--- config.mk ---
export PLATFORM = sky130hd
export DESIGN_NAME = sqwave_gen
export DESIGN_NICKNAME = d
export VERILOG_FILES = /design/src/rtl/sqwave_pkg.sv /design/src/rtl/sqwave_cfg.sv /design/src/rtl/sqwave_div.sv /design/src/rtl/sqwave_ctl.sv /design/src/rtl/sqwave_gen.sv
export SDC_FILE = /design/constraint.sdc
export NUM_CORES = 1
export LEC_CHECK = 0
export BUFFER_PORTS_ARGS = -buffer_cell sky130_fd_sc_hd__buf_2
export CAP_MARGIN = 20
export CORE_MARGIN = 2
export CORE_UTILIZATION = 55
export CTS_BUF_LIST = sky130_fd_sc_hd__clkbuf_4
export DETAILED_ROUTE_END_ITERATION = 16
export GPL_TIMING_DRIVEN = 0
export MAX_ROUTING_LAYER = met4
export PLACE_DENSITY = 0.81
export SYNTH_ARGS = -nofsm -noshare
export SYNTH_HDL_FRONTEND = slang
export SYNTH_SLANG_ARGS = --single-unit
--- constraint.sdc ---
create_clock -name clk -period 6.2 [get_ports clk]
set_input_delay 1.24 -clock clk [delete_from_list [all_inputs] [get_ports clk]]
set_output_delay 1.24 -clock clk [all_outputs]
set_load 0.01 [all_outputs]
--- src/rtl/sqwave_pkg.sv ---
package sqwave_pkg;

  typedef enum logic [1:0] {
    TAP_BASE = 2'b00,
    TAP_DIV1 = 2'b01,
    TAP_DIV2 = 2'b10,
    TAP_DIV3 = 2'b11
  } tap_e;

  typedef struct packed {
    logic en;
    tap_e sel;
  } wave_cfg_t;

  localparam wave_cfg_t CFG_RESET = '{en: 1'b1, sel: TAP_BASE};

  // Period exponent (in base ticks) for a select value.
  function automatic int unsigned tap_log2(tap_e s, int unsigned l1,
                                           int unsigned l2, int unsigned l3);
    case (s)
      TAP_DIV1: return l1;
      TAP_DIV2: return l2;
      TAP_DIV3: return l3;
      default:  return 0;
    endcase
  endfunction

  // True when the counter sits in the last tick of a 2^lg-tick period.
  function automatic logic period_done(logic [31:0] c, int unsigned lg);
    logic [31:0] mask;
    mask = (32'd1 << lg) - 32'd1;
    return (c & mask) == mask;
  endfunction

  // True in the first half of a 2^lg-tick period.
  function automatic logic wave_low(logic [31:0] c, int unsigned lg);
    if (lg == 0) return 1'b0;
    return ((c >> (lg - 1)) & 32'd1) == 32'd0;
  endfunction

endpackage

--- src/rtl/sqwave_cfg.sv ---
module sqwave_cfg
  import sqwave_pkg::*;
#(
  parameter int unsigned ADDR_W    = 4,
  parameter int unsigned CTRL_ADDR = 13
) (
  input  logic              clk,
  input  logic              rst_n,
  input  logic              cfg_wr,
  input  logic [ADDR_W-1:0] cfg_addr,
  input  logic [7:0]        cfg_wdata,
  output wave_cfg_t         pend_cfg,
  output logic              ev_write
);

  localparam logic [ADDR_W-1:0] HIT = ADDR_W'(CTRL_ADDR);

  assign ev_write = cfg_wr && (cfg_addr == HIT);

  always_ff @(posedge clk or negedge rst_n) begin
    if (!rst_n) begin
      pend_cfg <= CFG_RESET;
    end else if (ev_write) begin
      pend_cfg.en  <= cfg_wdata[7];
      pend_cfg.sel <= tap_e'(cfg_wdata[1:0]);
    end
  end

endmodule

--- src/rtl/sqwave_div.sv ---
module sqwave_div #(
  parameter int unsigned CNT_W = 15
) (
  input  logic             clk,
  input  logic             rst_n,
  input  logic             tick,
  input  logic             clear,
  output logic [CNT_W-1:0] cnt,
  output logic             base_ph
);

  always_ff @(posedge clk or negedge rst_n) begin
    if (!rst_n) begin
      cnt     <= '0;
      base_ph <= 1'b0;
    end else begin
      base_ph <= tick;
      if (tick) begin
        if (clear) cnt <= '0;
        else       cnt <= cnt + 1'b1;
      end
    end
  end

endmodule

--- src/rtl/sqwave_ctl.sv ---
module sqwave_ctl
  import sqwave_pkg::*;
#(
  parameter int unsigned CNT_W   = 15,
  parameter int unsigned LOG2_T1 = 5,
  parameter int unsigned LOG2_T2 = 10,
  parameter int unsigned LOG2_T3 = 15
) (
  input  logic             clk,
  input  logic             rst_n,
  input  logic             tick,
  input  wave_cfg_t        pend_cfg,
  input  logic [CNT_W-1:0] cnt,
  input  logic             base_ph,
  output wave_cfg_t        act_cfg,
  output logic             ev_period_end,
  output logic             ev_switch,
  output logic             pad_pull_low,
  output logic             pad_release
);

  int unsigned lg;
  logic [31:0] cnt_x;
  logic        lvl_low;

  assign cnt_x = 32'(cnt);

  always_comb begin
    lg            = tap_log2(act_cfg.sel, LOG2_T1, LOG2_T2, LOG2_T3);
    ev_period_end = tick && period_done(cnt_x, lg);
    ev_switch     = tick && (pend_cfg != act_cfg) &&
                    (!act_cfg.en || period_done(cnt_x, lg));
    lvl_low       = (act_cfg.sel == TAP_BASE) ? base_ph : wave_low(cnt_x, lg);
  end

  always_ff @(posedge clk or negedge rst_n) begin
    if (!rst_n)         act_cfg <= CFG_RESET;
    else if (ev_switch) act_cfg <= pend_cfg;
  end

  assign pad_pull_low = act_cfg.en && lvl_low;
  assign pad_release  = !act_cfg.en;

endmodule

--- src/rtl/sqwave_gen.sv ---
module sqwave_gen
  import sqwave_pkg::*;
#(
  parameter int unsigned ADDR_W    = 4,
  parameter int unsigned CTRL_ADDR = 13,
  parameter int unsigned LOG2_T1   = 5,
  parameter int unsigned LOG2_T2   = 10,
  parameter int unsigned LOG2_T3   = 15
) (
  input  logic              clk,
  input  logic              rst_n,
  input  logic              tick,
  input  logic              cfg_wr,
  input  logic [ADDR_W-1:0] cfg_addr,
  input  logic [7:0]        cfg_wdata,
  output logic              pad_pull_low,
  output logic              pad_release
);

  localparam int unsigned CNT_W = (LOG2_T3 > 0) ? LOG2_T3 : 1;

  wave_cfg_t        pend_cfg;
  wave_cfg_t        act_cfg;
  logic             ev_write;
  logic             ev_switch;
  logic             ev_period_end;
  logic [CNT_W-1:0] cnt;
  logic             base_ph;

  sqwave_cfg #(.ADDR_W(ADDR_W), .CTRL_ADDR(CTRL_ADDR)) u_cfg (
    .clk      (clk),
    .rst_n    (rst_n),
    .cfg_wr   (cfg_wr),
    .cfg_addr (cfg_addr),
    .cfg_wdata(cfg_wdata),
    .pend_cfg (pend_cfg),
    .ev_write (ev_write)
  );

  sqwave_div #(.CNT_W(CNT_W)) u_div (
    .clk    (clk),
    .rst_n  (rst_n),
    .tick   (tick),
    .clear  (ev_switch),
    .cnt    (cnt),
    .base_ph(base_ph)
  );

  sqwave_ctl #(
    .CNT_W(CNT_W), .LOG2_T1(LOG2_T1), .LOG2_T2(LOG2_T2), .LOG2_T3(LOG2_T3)
  ) u_ctl (
    .clk          (clk),
    .rst_n        (rst_n),
    .tick         (tick),
    .pend_cfg     (pend_cfg),
    .cnt          (cnt),
    .base_ph      (base_ph),
    .act_cfg      (act_cfg),
    .ev_period_end(ev_period_end),
    .ev_switch    (ev_switch),
    .pad_pull_low (pad_pull_low),
    .pad_release  (pad_release)
  );

endmodule

# After elaboration in Yosys (flattened, before gate mapping)
# Index checks and enable logic that the tools add are counted.
[totals]
ff_bits = 22
input_bits = 16
out_inout_bits = 2
elab_cells = 33
[classes]
addsub = 3
eq_ne = 6
n_shift = 2
mux = 6
n_bitwise = 1
n_reduce_logical = 9
[ops]
columns = ["op", "n"]
rows = [
  ["$logic_not A32 Y1", 2],
  ["$and A15 B32 Y32", 1],
  ["$eq A32 B32 Y1", 1],
  ["$shl A1 B4 Y32 const A", 1],
  ["$shr A15 B32 Y1", 1],
  ["$sub A32 B1 Y32 const B", 1],
  ["$add A15 B1 Y15 const B", 1],
  ["$mux W15", 1],
  ["$pmux W4 S3", 1],
  ["$sub A4 B1 Y5 const B", 1],
  ["$eq A2 B2 Y1 const B", 2],
  ["$eq A4 B4 Y1 const B", 1],
  ["$logic_and A1 B1 Y1", 4],
  ["$mux W1", 4],
  ["$ne A3 B3 Y1", 1],
  ["$eq A2 B1 Y1 const B", 1],
  ["$logic_not A2 Y1", 1],
  ["$logic_not A1 Y1", 1],
  ["$logic_or A1 B1 Y1", 1],
]

# Depth between registers and ports, before layout
[depth]
word_depth = 9
ltp_mapped = 8
depth_no_buf = 7

# By module
# From an unflattened synthesis, not the netlist that was laid out.
[unflattened]
cells_unflattened = 148
area_unflattened_um2 = 1463.9
[by_module_without_submodules]
columns = ["mod", "n_inst", "cells_each", "area_per_inst_um2", "seq_area_each_um2"]
rows = [
  ["sqwave_div", 1, 84, 848.3, 400.4],
  ["sqwave_ctl", 1, 56, 493.0, 76.3],
  ["sqwave_cfg", 1, 8, 122.6, 76.3],
]

# Least setup slack after synthesis
# Ideal clock, no wire load.
[synth_timing]
path_type = "reg2out"
startpoint = "register u_ctl.act_cfg[1] (netlist name)"
endpoint = "output pad_pull_low"
arrival_ns = 1.793
required_time_ns = 4.960
path_slack_ns = 3.167
stages_incl_launch_ff = 8
path_buffers = 0
cell_sequence = "dfrtp_1 > inv_1 > ha_1 > nor2_2 > mux4_1 > mux2i_1 > mux2i_1 > a21oi_1"
[synth_via]
elab_chain_cells = 8
word_cells_on_any_way = 13
classes_between = "add/sub (1); eq/ne (3); shift (1); mux (4); reduce/logical (4)"
[synth_lines]
columns = ["element", "line_no", "rtl"]
rows = [
  ["$eq A2 B2 Y1 / $eq A2 B1 Y1 (equally long branches)", "sqwave_pkg.sv:20", "case (s)"],
  ["$pmux W4 S3", "sqwave_pkg.sv:20", ""],
  ["$sub A4 B1 Y5", "sqwave_pkg.sv:38", "return ((c >> (lg - 1)) & 32'd1) == 32'd0;"],
  ["$shr A15 B32 Y1", "sqwave_pkg.sv:38", ""],
  ["$logic_not A32 Y1", "sqwave_pkg.sv:38", ""],
  ["$mux W1", "sqwave_pkg.sv:38", ""],
  ["$mux W1 (*)", "sqwave_ctl.sv:33", "lvl_low = (act_cfg.sel == TAP_BASE) ? base_ph : wave_low(cnt_x, lg);"],
  ["$logic_and A1 B1 Y1 (*)", "sqwave_ctl.sv:41", "assign pad_pull_low = act_cfg.en && lvl_low;"],
  ["end: declaration", "sqwave_gen.sv:16", "output logic pad_pull_low,"],
]
# Every way passes the cells marked *; elsewhere a longest branch is shown, timed or not.

# Worst setup path in the final report
[layout_timing]
startpoint = "register u_ctl.act_cfg[1] (netlist name)"
endpoint = "output pad_pull_low"
[layout_via]
elab_chain_cells = 8
word_cells_on_any_way = 13
classes_between = "add/sub (1); eq/ne (3); shift (1); mux (4); reduce/logical (4)"
[layout_lines]
columns = ["element", "line_no"]
rows = [
  ["$eq A2 B2 Y1 / $eq A2 B1 Y1 (equally long branches)", "sqwave_pkg.sv:20"],
  ["$pmux W4 S3", "sqwave_pkg.sv:20"],
  ["$sub A4 B1 Y5", "sqwave_pkg.sv:38"],
  ["$shr A15 B32 Y1", "sqwave_pkg.sv:38"],
  ["$logic_not A32 Y1", "sqwave_pkg.sv:38"],
  ["$mux W1", "sqwave_pkg.sv:38"],
  ["$mux W1 (*)", "sqwave_ctl.sv:33"],
  ["$logic_and A1 B1 Y1 (*)", "sqwave_ctl.sv:41"],
]
# Marks and branches as above.

==> impl.org <==
** Min path
- Counting instances, the worst hold path has a depth of 1.
- Worst hold path class :: flip-flop to flip-flop
- In this run the most critical hold path is launched from u_cfg.pend_cfg[2].
- For hold timing, the worst endpoint is u_ctl.act_cfg[2].

** Critical path
- Slowest Stage Delay on Critical Path :: 0.57 ns
- Largest fanout on the critical path :: 6
- The cell that appears most often on the critical path is sky130_fd_sc_hd__mux2i_1.
- Register-to-Register Setup Slack :: between 4 and 5 ns
- The critical path is of the flip-flop to output port type.
- Cells along the critical path :: inv_1 -> ha_1 -> nor2_2 -> mux4_1 -> mux2i_1 -> mux2i_1 -> a21oi_1 -> buf_2
- Largest delay contributor family on the critical path :: multiplexers
- CP Capture Type :: output port
- Counting both buffers and inverters, the worst setup path holds a total of 2.
- On the critical path, the stage with the largest delay is an instance of sky130_fd_sc_hd__mux4_1.
- Worst path arrival time :: ~2.5 ns
- Critical path required time :: between 4 and 5 ns
- Cell depth of the worst flop-to-flop path :: 7
- WP depth :: 8
- Worst flop-to-flop path startpoint :: u_ctl.act_cfg[1]
- The most critical setup path has its startpoint at u_ctl.act_cfg[1].
- In this run the critical register-to-register path is captured at u_div.cnt[4].
- STA classifies the critical path startpoint as a flip-flop.

** Cells and area
- Antenna Cells :: 0
- Net count reported at finish :: 170
- Non-filler cells, final :: approximately 180
- From synthesis to final layout, the design area changed by 9.53%.
- Final Instance Area :: ~1400 um2
- Share of final-layout standard cells stronger than drive strength 1 :: 0.189

** Place
- At the end of routability-driven placement, the weighted congestion stood at between 0.8 and 0.9.
- OpenSTA, run right after detailed placement, puts the worst setup slack at between 2 and 3 ns.
- Half-perimeter wire length of the detailed placement result :: slightly below 2000 um
- Instance area at placement :: between 1000 and 1500 um2
- After detailed placement, the design holds a cell count of ~170.
- IO Port Bufs :: 12

** Yosys
- By area the synthesized netlist is led by sky130_fd_sc_hd__dfrtp_1 (38%), sky130_fd_sc_hd__xor2_1 (6.7%), sky130_fd_sc_hd__mux4_1 (6.0%).
- The share of synthesized area in the top cell type comes to 0.381.
- The cell area that synthesis handed to floorplanning was 1310 um2.
- Net count after synthesis :: approximately 150
- Count of state elements after synthesis :: 22
- Cell type with the highest aggregate area in the netlist :: sky130_fd_sc_hd__dfrtp_1
- The share of the Yosys chip area taken by registers is 0.421.
- Post-Synthesis Cells :: 132
- Counting distinct cell types in the post-synthesis netlist gives 33.
- Number of synthesis warnings :: 0
- A synthesized cell averages ~9.9 um2.

** STA
- Setup violations remaining at the end of the flow were counted as 0.
- Final Hold Violating Endpoints :: 0
- RSZ-0062 raised after global routing :: no
- Maximum clock frequency :: ~270 MHz
- Share of the clock period used by the worst path :: 0.599
- Post-layout worst setup margin :: around 2.5 ns
- For the final database, setup skew stands at 0.0106 ns.
- The clock period could shrink to approximately 3.7 ns.
- Number of pins exceeding their max-slew limit in the final report :: 0
- In the final timing run, aggregate negative setup slack is 0 ns.
- Headroom to the max-slew limit came out at 0.676.
- Least-Margin Pin Slew :: slightly below 0.5 ns

** Global route
- Pin count of the biggest net entering global routing :: 23
- Number of global-route vias before repair :: 1046
- Initial antenna violation count :: 0
- First-pass GRT wire length :: ~4700 um
- Combined global-route utilization of all metal layers :: 0.245
- Total global routing overflow :: 0

** Clock network
- TritonCTS Buffers :: 3
- TritonCTS built the clock tree.
- In this run the post-CTS setup repair buffer count came out at 0.
- For this design, the CTS-stage hold fixing added 0 buffers.
- Clock slew at reported path FFs :: approximately 0.12 ns
- CTS root buffer :: sky130_fd_sc_hd__clkbuf_4
- Gates resized during post-CTS repair numbered 0.
- H-tree depth :: 1
- No sink is reached through more buffers than the 2 on the longest clock path.
- The clock reaches the later pin of the worst-skew pair after 0.31 ns.
- Clock tree synthesis found a total of 22 sinks.

** Drt
- Dividing the detail-routed wire length by the instance count gives 15.2 um.
- For this block, the initial DRC count from the detailed router was 28.
- The detail route stage leaves a number of antenna-violating nets equal to 0.
- The first detailed-routing pass took 4 iterations.
- Dividing the detail-routed via count by the number of cells gives slightly below 6.
- The final layout contains routed wiring with a total length of around 2700 um.
- Residual DRC :: 0
- Number of vias in the routed layout :: 1041

** Die
- Count of pins on the block boundary :: 18
- Number of rows in the core area :: 17
- Die extent in x :: ~53 um
- For this configuration, the core starts out at a cell density of 0.588.
- Die span in y :: roughly 53 um
- The core region is around 2200 um2.
- The die covers roughly 2800 um2.

** Pwr
- The worst-case IR drop observed on VDD is about 230 uV.
- PD cells :: between 200 and 250 nW/um2
- Leakage power :: 0.642 nW

** Run status
- The flow ran to the end, and the final reports show no timing, DRC or antenna violations.

** Job
- Across the run, the number of max-cap violations was 0.
[registers in the layout, summed over array words and instances (netlist names)]
| name | count |
|---|---|
| u_div.base_ph | 1 |
| u_ctl.act_cfg | 3 |
| u_div.cnt | 15 |
| u_cfg.pend_cfg | 3 |
[metrics by stage]
stage	hold slack (ns)	util	power (mW)
floorplan	0.506	-	0.236
global placement	0.514	0.630	0.253
detailed placement	0.518	0.630	0.258
CTS	0.534	0.644	0.332
global route	0.547	0.644	0.351
finish	0.534	0.644	0.329
[final cells by class]
cell class,count,area [um2]
plain buffers,3,16.3
clock buffers,4,30.0
fillers,185,796
inverters,8,30.0
multi-input cells,99,713
flip-flops and latches,22,553
well taps,28,35.0
repair buffers,12,60.1
[cells in the final DEF, fill, tap and decap left out, drive strengths merged, types with 2 or more instances in the layout]
cell,count
dfrtp,20
nor2,17
buf,14
nand2,12
o21ai,11
xor2,10
inv,8
mux2i,6
ha,5
nand3,5
clkbuf,5
nor3,5
nand4,4
mux4,3
a21oi,3
and3,3
o2bb2ai,3
xnor2,3
a31oi,3
dfstp,2
[cells in the mapped netlist]
| cell type | count |
|---|---|
| sky130_fd_sc_hd__a31oi_2 | 1 |
| sky130_fd_sc_hd__a21o_1 | 1 |
| sky130_fd_sc_hd__nand4_1 | 4 |
| sky130_fd_sc_hd__and3_1 | 3 |
| sky130_fd_sc_hd__mux2i_1 | 6 |
| sky130_fd_sc_hd__inv_1 | 8 |
| sky130_fd_sc_hd__buf_4 | 1 |
| sky130_fd_sc_hd__dfstp_2 | 2 |
| sky130_fd_sc_hd__a41oi_1 | 1 |
| sky130_fd_sc_hd__o21ai_1 | 1 |
| sky130_fd_sc_hd__ha_1 | 5 |
| sky130_fd_sc_hd__a21oi_1 | 3 |
| sky130_fd_sc_hd__a31oi_1 | 2 |
| sky130_fd_sc_hd__a21boi_0 | 1 |
| sky130_fd_sc_hd__xnor2_1 | 3 |
| sky130_fd_sc_hd__o21ai_2 | 2 |
| sky130_fd_sc_hd__nand3_2 | 1 |
| sky130_fd_sc_hd__clkbuf_1 | 1 |
| sky130_fd_sc_hd__buf_2 | 1 |
| sky130_fd_sc_hd__o21ai_0 | 8 |
| sky130_fd_sc_hd__mux4_1 | 3 |
| sky130_fd_sc_hd__nand3_1 | 4 |
| sky130_fd_sc_hd__mux2_2 | 1 |
| sky130_fd_sc_hd__nor2_1 | 16 |
| sky130_fd_sc_hd__nand2_1 | 12 |
| sky130_fd_sc_hd__nor2_2 | 1 |
| sky130_fd_sc_hd__nor4_1 | 1 |
| sky130_fd_sc_hd__o31ai_1 | 1 |
| sky130_fd_sc_hd__nor3_2 | 2 |
| sky130_fd_sc_hd__nor3_1 | 3 |
| sky130_fd_sc_hd__xor2_1 | 10 |
| sky130_fd_sc_hd__o2bb2ai_1 | 3 |
| sky130_fd_sc_hd__dfrtp_1 | 20 |
[how the worst max path moves through the flow]
stage                         endpoint  slack [ns]
after floorplan           pad_pull_low        3.17
after global placement    pad_pull_low        2.94
after detailed placement  pad_pull_low        2.85
after CTS                 pad_pull_low        2.47
after global routing      pad_pull_low        2.34
final                     pad_pull_low        2.49
[where the power goes]
part | switching [mW] | leakage, nW | internal [mW]
Sequential | 0.0268 | 0.267 | 0.165
Clock | 0.0432 | 0.0184 | 0.0295
Combinational | 0.0333 | 0.357 | 0.0317
Total | 0.103 | 0.642 | 0.226
[cells by family (layout without fill, tap and decap cells)]
kind of cell / after synthesis / count (layout) / synth area share
and+or+nand+nor: 47 / 47 / 0.173
buffers and inverters: 11 / 27 / 0.0353
DFF: 22 / 22 / 0.421
xor gates and xnor gates: 13 / 13 / 0.0867
muxes: 10 / 10 / 0.114
AOI/OAI and AO/OA: 24 / 24 / 0.122
adders and majority gates: 5 / 5 / 0.0477
[per-layer routing]
metal  track usage  wire length [um]  vias to the layer above
met1         0.293              1230                      517
met4         0.154                61                        0
li1              -                 -                      499
met5             -                 0                        -
met3        0.0367                75                        5
met2         0.390              1310                       20
Power figures use the tool's default switching activity.
